<file path="config.mk">
export PLATFORM = sky130hd
export DESIGN_NAME = tick_match_timer
export DESIGN_NICKNAME = d
export VERILOG_FILES = /design/src/rtl/tmr_pkg.sv /design/src/rtl/tmr_count_unit.sv /design/src/rtl/tmr_match_unit.sv /design/src/rtl/tmr_irq_route.sv /design/src/rtl/tick_match_timer.sv
export SDC_FILE = /design/constraint.sdc
export NUM_CORES = 1
export LEC_CHECK = 0
export BUFFER_PORTS_ARGS = -buffer_cell sky130_fd_sc_hd__buf_4
export CAP_MARGIN = 25
export CORE_AREA = 2 2 98 100
export CTS_BUF_LIST = sky130_fd_sc_hd__clkbuf_8
export CTS_CLUSTER_DIAMETER = 50
export DETAILED_ROUTE_END_ITERATION = 8
export DIE_AREA = 0 0 100 102
export PLACE_DENSITY = 0.75
export SLEW_MARGIN = 20
export SYNTH_ARGS = -nofsm -noshare
export SYNTH_HDL_FRONTEND = slang
export SYNTH_SLANG_ARGS = --single-unit
</file>
<file path="constraint.sdc">
create_clock -name clk -period 2.7 [get_ports clk]
set_input_delay 0.405 -clock clk [delete_from_list [all_inputs] [get_ports clk]]
set_output_delay 0.405 -clock clk [all_outputs]
set_load 0.05 [all_outputs]
</file>
<file path="src/rtl/tmr_pkg.sv">
package tmr_pkg;
  localparam int unsigned TMR_CNT_W     = 32;
  localparam int unsigned TMR_SEL_W     = 3;
  localparam int unsigned TMR_RESET_CNT = 1;

  typedef enum logic [1:0] {
    CNT_KEEP = 2'd0,
    CNT_LOAD = 2'd1,
    CNT_STEP = 2'd2
  } cnt_op_e;
endpackage

</file>
<file path="src/rtl/tmr_count_unit.sv">
module tmr_count_unit
  import tmr_pkg::*;
#(
  parameter int unsigned CNT_W     = TMR_CNT_W,
  parameter int unsigned RESET_VAL = TMR_RESET_CNT
) (
  input  logic             clk,
  input  logic             rst,
  input  logic             tick_en,
  input  logic             hold,
  input  logic             wr_en,
  input  logic [CNT_W-1:0] wr_data,
  output logic [CNT_W-1:0] cnt_q,
  output logic [CNT_W-1:0] cnt_inc,
  output logic             advance
);
  cnt_op_e op;

  // a load outranks a step; hold only blocks the step
  always_comb begin
    if (wr_en)                op = CNT_LOAD;
    else if (tick_en && !hold) op = CNT_STEP;
    else                      op = CNT_KEEP;
  end

  assign cnt_inc = cnt_q + CNT_W'(1);
  assign advance = (op == CNT_STEP);

  always_ff @(posedge clk) begin
    if (rst) begin
      cnt_q <= CNT_W'(RESET_VAL);
    end else begin
      case (op)
        CNT_LOAD: cnt_q <= wr_data;
        CNT_STEP: cnt_q <= cnt_inc;
        default:  cnt_q <= cnt_q;
      endcase
    end
  end
endmodule

</file>
<file path="src/rtl/tmr_match_unit.sv">
module tmr_match_unit
  import tmr_pkg::*;
#(
  parameter int unsigned CNT_W = TMR_CNT_W
) (
  input  logic             clk,
  input  logic             rst,
  input  logic             advance,
  input  logic [CNT_W-1:0] cnt_inc,
  input  logic             cmp_wr,
  input  logic [CNT_W-1:0] wr_data,
  input  logic             rev2_en,
  output logic [CNT_W-1:0] cmp_q,
  output logic             req_n,
  output logic             pend_q
);
  logic req_q;
  logic hit;
  logic pend_n;

  // only the step that lands on the compare value counts as a hit
  assign hit = advance && (cnt_inc == cmp_q);

  always_comb begin
    req_n  = req_q;
    pend_n = pend_q;
    if (cmp_wr) begin
      req_n  = 1'b0;
      pend_n = 1'b0;
    end else if (hit) begin
      req_n = 1'b1;
      if (rev2_en) pend_n = 1'b1;
    end
  end

  always_ff @(posedge clk) begin
    if (rst) begin
      cmp_q  <= '0;
      req_q  <= 1'b0;
      pend_q <= 1'b0;
    end else begin
      if (cmp_wr) cmp_q <= wr_data;
      req_q  <= req_n;
      pend_q <= pend_n;
    end
  end
endmodule

</file>
<file path="src/rtl/tmr_irq_route.sv">
module tmr_irq_route
  import tmr_pkg::*;
#(
  parameter int unsigned SEL_W = TMR_SEL_W,
  localparam int unsigned LINES = 1 << SEL_W
) (
  input  logic             clk,
  input  logic             rst,
  input  logic             req_n,
  input  logic [SEL_W-1:0] sel,
  output logic [LINES-1:0] irq_vec
);
  for (genvar i = 0; i < LINES; i++) begin : g_line
    always_ff @(posedge clk) begin
      if (rst) irq_vec[i] <= 1'b0;
      else     irq_vec[i] <= req_n && (sel == SEL_W'(i));
    end
  end
endmodule

</file>
<file path="src/rtl/tick_match_timer.sv">
module tick_match_timer
  import tmr_pkg::*;
#(
  parameter int unsigned CNT_W     = TMR_CNT_W,
  parameter int unsigned SEL_W     = TMR_SEL_W,
  parameter int unsigned RESET_CNT = TMR_RESET_CNT,
  localparam int unsigned LINES    = 1 << SEL_W
) (
  input  logic             clk,
  input  logic             rst,
  input  logic             tick_en,
  input  logic             cnt_wr,
  input  logic             cmp_wr,
  input  logic [CNT_W-1:0] wr_data,
  input  logic             cnt_hold,
  input  logic             rev2_en,
  input  logic [SEL_W-1:0] irq_sel,
  output logic [CNT_W-1:0] cnt_q,
  output logic [CNT_W-1:0] cmp_q,
  output logic             pend_q,
  output logic [LINES-1:0] irq_vec
);
  logic [CNT_W-1:0] cnt_inc;
  logic             advance;
  logic             req_n;

  tmr_count_unit #(.CNT_W(CNT_W), .RESET_VAL(RESET_CNT)) u_count (
    .clk     (clk),
    .rst     (rst),
    .tick_en (tick_en),
    .hold    (cnt_hold),
    .wr_en   (cnt_wr),
    .wr_data (wr_data),
    .cnt_q   (cnt_q),
    .cnt_inc (cnt_inc),
    .advance (advance)
  );

  tmr_match_unit #(.CNT_W(CNT_W)) u_match (
    .clk     (clk),
    .rst     (rst),
    .advance (advance),
    .cnt_inc (cnt_inc),
    .cmp_wr  (cmp_wr),
    .wr_data (wr_data),
    .rev2_en (rev2_en),
    .cmp_q   (cmp_q),
    .req_n   (req_n),
    .pend_q  (pend_q)
  );

  tmr_irq_route #(.SEL_W(SEL_W)) u_route (
    .clk     (clk),
    .rst     (rst),
    .req_n   (req_n),
    .sel     (irq_sel),
    .irq_vec (irq_vec)
  );
endmodule

</file>
== Word level (Yosys, flattened, before mapping) ==
Cells that the tools add are included.

* Word-level logic and storage cells: 43
* Input bits: 42
* Register bits: 74
* Output and inout bits: 73

* Reductions and logical operators: 15
* Eq/ne operators: 10
* $add $sub $neg: 1
* Multiplexer cells: 5

{| class="wikitable"
|+ Operator list
! cell !! count
|-
| one-hot mux 32 bit (2 select lines) || 1
|-
| adder 32 x 1 -> 32 bit (second input constant) || 1
|-
| equality test 32 bit || 1
|-
| equality test 3 bit (second input constant) || 4
|-
| logical AND 1 bit || 10
|-
| equality test 3 x 2 -> 1 bit (second input constant) || 2
|-
| two-way mux 2 bit || 2
|-
| equality test 3 x 1 -> 1 bit (second input constant) || 1
|-
| zero test 3 bit || 1
|-
| equality test 2 x 1 -> 1 bit (second input constant) || 1
|-
| equality test 2 bit (second input constant) || 1
|-
| two-way mux 1 bit || 2
|-
| AND reduction 2 bit || 1
|-
| nonzero test 2 bit || 1
|-
| OR reduction 2 bit || 1
|-
| zero test 1 bit || 1
|}

== Depth between registers and ports, before layout ==
* Depth after elaboration: 9
* Mapped depth: 9
* Depth with buffers taken out: 8

== By module ==
From an unflattened synthesis, not the netlist that was laid out.

* Cells, all modules: 494
* Area, all modules: 4,260.3 sq um

{| class="wikitable"
|+ Modules (own cells, without submodules)
! module !! sequential area each (sq um) !! area each (sq um) !! cells each !! times used
|-
| tmr_count_unit || 640.6 || 2,463.6 || 313 || 1
|-
| tmr_match_unit || 680.7 || 1,564.0 || 160 || 1
|-
| tmr_irq_route || 160.2 || 232.7 || 21 || 1
|}

== Worst setup path after synthesis ==
OpenSTA, ideal clock, no wires.

* Path type: flip-flop to flip-flop
* Start point: reg u_count.cnt_q[0]
* End point: reg u_route.irq_vec[6]
* Setup slack: -0.147 ns
* Cell stages (with the launch flop): 10
* Data required time: 2.620 ns
* Library setup time: 0.080 ns
* Arrival time: 2.767 ns
* Clock period less this slack: 2.847 ns
* Cell sequence: dfxtp_1 ha_1 and3_1 buf_2 nand2_1 o31a_1 or4_1 nand3_1 nand4_2 a211oi_2

* Longest elaborated chain between the ends: 6

{| class="wikitable"
|+ Ends and longest elaborated chain
! what !! line !! source
|-
| start: declaration || tmr_count_unit.sv:13 || <nowiki>output logic [CNT_W-1:0] cnt_q,</nowiki>
|-
| start signal: assignment || tmr_count_unit.sv:31 || <nowiki>cnt_q <= CNT_W'(RESET_VAL);</nowiki>
|-
| start signal: assignment || tmr_count_unit.sv:34 || <nowiki>CNT_LOAD: cnt_q <= wr_data;</nowiki>
|-
| start signal: assignment || tmr_count_unit.sv:35 || <nowiki>CNT_STEP: cnt_q <= cnt_inc;</nowiki>
|-
| adder 32 x 1 -> 32 bit || tmr_count_unit.sv:26 || <nowiki>assign cnt_inc = cnt_q + CNT_W'(1);</nowiki>
|-
| equality test 32 bit || tmr_match_unit.sv:22 || <nowiki>assign hit = advance && (cnt_inc == cmp_q);</nowiki>
|-
| logical AND 1 bit || tmr_match_unit.sv:22 ||
|-
| two-way mux 1 bit || tmr_match_unit.sv:30 || <nowiki>end else if (hit) begin</nowiki>
|-
| two-way mux 1 bit || tmr_match_unit.sv:27 || <nowiki>if (cmp_wr) begin</nowiki>
|-
| logical AND 1 bit || tmr_irq_route.sv:16 || <nowiki>else irq_vec[i] <= req_n && (sel == SEL_W'(i));</nowiki>
|-
| end signal: indexed assignment || tmr_irq_route.sv:16 ||
|-
| end: declaration || tmr_irq_route.sv:11 || <nowiki>output logic [LINES-1:0] irq_vec</nowiki>
|}

No other way between the ends.
A chain may end at the register's enable or synchronous reset.

== Final worst setup path ==
* Start point: reg u_count.cnt_q[15]
* End point: reg u_route.irq_vec[6]

Same word-level chain as after synthesis.

==> results.cfg <==
[run_status]
outcome = completed

[final_layout]
antennaDiodeCount = 0
fillCellCount = 819
fin_cells = 774
fin_nets = 701
drive_gt1_frac = 0.288
synthToLayoutAreaGrowth_pct = 29.4

[synthesis]
synth_top_family_by_area = simple AND/OR/NAND/NOR gates
synth_edf_count = 0
muxShareOfSynthArea = 0.108
synth_nets = 584
synth_fa_ha_area_frac = 0.00280
synth.yosys.seq_area_share = 0.332
synth-warning-count = 0
synth_ff_type = dfxtp_1
synthCells = 541
async_flop_share = 0
synth_compound_area_frac = 0.107
synthXorXnorAreaFrac = 0.130
synth-simple-area-share = 0.276
synth_area_per_cell_um2 = 8.25
ys_seq_elements = 74
netlist_area_um2 = 4460
yosysUniqueCellTypes = 62

[die]
top_level_ports = 115
die_area_um2 = 10200
die_w_um = 100
num_rows = 35
start_util = 0.490
dieHeight_um = 102
core_um2 = 9110

[setup_path]
cp-start-kind = flip-flop
worstPathArrival_ps = 2840
cpMostUsedCell = a211oi_2
required_ps = 2980
path_max_fanout = 10
critPathMaxStageDelay_ps = 590
cp_slowest_cell = or4_4
endpoint_kind = flip-flop
critPathKind = reg2reg
crit_chain = nand3_1 -> or4_4 -> a2111oi_2 -> o211ai_1 -> a211oi_2 -> nand4_4 -> a211oi_2

[sta]
fin_tns_setup_ps = 0
worstMarginPinSlew_ps = 706
final.min_clock_period_ps = 2560
timing.fmax_ghz = 0.391
rsz0062_at_grt = no
slew_viol_final = 0
clock-skew-final_ps = 16.6
layout_setup_ws_ps = 144
setup_viol = 0
hold_viol_final = 0
slew_headroom = 0.529
period_share = 0.946

[routing]
routed_wl_um = 13000
drcViolationCount = 0
avgViaCountPerCell = 5.70
routedWlPerCell_um = 16.8
num_vias = 4408
antenna_left = 0
drtIter0Drc = 197
drtPass1Iterations = 5

[place]
port_buffers = 114
pre_cts_slack_ps = 107
dp.cells = 758
globalplace.congestion = 0.919
hpwl_um = 9470

[clocking]
cts_max_path_buffers = 2
postCtsSetupBuffers = 0
cts-htree-levels = 3
cts_buffers = 9
cts_sinks = 74
cts_root_buf = clkbuf_8
clk_latency_ps = 370
cts-hold-fix-buffers = 0
tritoncts = done
clkSlewWorstSetupHoldPaths_ps = 80

[global_routing]
grt_pass1_wl_um = 20700
globalRoute.totalOverflow = 0
grtUsageTotal = 0.258
antenna_found_initial = 0
grt_max_degree = 67
grt_pass1_vias = 4099

[flow_run]
maxCapViolCount = 0

[pwr]
power.leakage_nw = 2.51
p_per_area_nw_per_um2 = 507
worst_ir_drop_vdd_v = 0.000243
totalPowerFinal_mw = 2.92

[hold_path]
min_path_type = in2reg
[cell type report]
class	instances	area [µm²]	share of cell area
inverters	5	18.8	0.00325
multi-input cells	422	2810	0.486
clock buffers	10	138	0.0238
flip-flops and latches	74	1490	0.259
well taps	111	139	0.0241
clock inverters	6	81.3	0.0141
repair buffers	146	1100	0.190
[per-layer routing]
metal / global-route usage / wire, µm / share of wire
met5: 0 / 0 / 0
met4: 0.0822 / 260 / 0.020
met3: 0.0431 / 646 / 0.050
met2: 0.435 / 6230 / 0.48
met1: 0.339 / 5900 / 0.45
[registers in the layout (all words and copies together) (netlist names)]
signal and count:
u_match.req_q 1, u_match.pend_q 1, u_count.cnt_q 32, u_route.irq_vec 8, u_match.cmp_q 32
[cells in the mapped netlist (2+ instances only)]
cell	count	area (µm²)
and4_1	5	43.8
a31oi_1	2	12.5
nand3_1	16	80.1
nor3_1	16	80.1
o2111ai_1	4	35.0
nor4_2	3	37.5
clkbuf_1	20	75.1
mux2i_1	46	460
nand4_1	15	93.8
xnor2_1	31	272
inv_1	4	15.0
mux2_2	2	22.5
a211oi_2	2	25.0
nor2b_1	3	18.8
nand2b_1	3	18.8
nor2_1	94	353
dfxtp_1	74	1480
or2_2	2	12.5
o21a_1	5	37.5
nand2_1	30	113
a211oi_1	3	22.5
or3_1	10	62.6
nor4_1	11	68.8
o21ai_0	9	45.0
xor2_1	35	307
and3_1	8	50.1
buf_1	5	18.8
a21oi_1	28	140
o22ai_1	2	12.5
and2_1	3	18.8
a41oi_1	2	17.5
nand4_2	2	25.0
or4_1	3	22.5
o31a_1	4	35.0
buf_2	12	60.1
[placed cells by master, fill, tap and decap left out, drive strengths merged, types with 3 or more instances in the layout]
cell type,n
xnor2,31
xor2,35
clkinv,3
nor3,17
clkbuf,10
nand3,17
or4,4
a21oi,28
o21ai,10
o31a,4
o21a,5
and2,3
nand2b,3
o2111ai,4
mux2i,46
inv,5
or2,3
buf,146
and4,5
nor2b,3
or3,10
nand4,18
nor2,94
nor4,15
nand2,31
dfxtp,74
and3,8
a211oi,5
[critical path, delay by kind of cell, from the launching register on]
kind            cells  cell delay (ps)
compound gates      4             1040
flops               1              450
simple gates        3              980
[report_power, final]
group,internal [mW],switching [mW]
clock,0.540,0.448
combinational,0.269,0.438
sequential,1.15,0.0802
[cell families after synthesis]
| family | Yosys count |
|---|---|
| AO/OA/AOI/OAI | 72 |
| XOR/XNOR | 66 |
| adder cells (fa/ha/maj) | 1 |
| buffers and inverters | 45 |
| flip-flops | 74 |
| multiplexers | 48 |
| AND/OR/NAND/NOR | 235 |
[repair_timing]
item                                   4_1_cts  5_1_grt
endpoints found under the hold margin        0        0
resized for setup                            0        4
setup endpoints to repair                    0       10
[final timing paths]
kind	start	end	slack [ps]	cells after the start
setup / recovery	u_count.cnt_q[15]	u_route.irq_vec[6]	140	7
hold / removal	irq_sel[0]	u_route.irq_vec[6]	250	2
setup reg to reg	u_count.cnt_q[15]	u_route.irq_vec[6]	140	7
hold reg to reg	u_match.pend_q	u_match.pend_q	460	2
[metrics by stage]
step,util,hold WS (ps),instance area [µm²]
3_5_place_dp,0.607,447,5530
5_1_grt,0.634,259,5770
2_1_floorplan,-,470,4470
6_report,0.634,255,5770
3_3_place_gp,0.607,439,5530
4_1_cts,0.631,246,5750
Note: power is estimated with default switching activity, not from simulation.
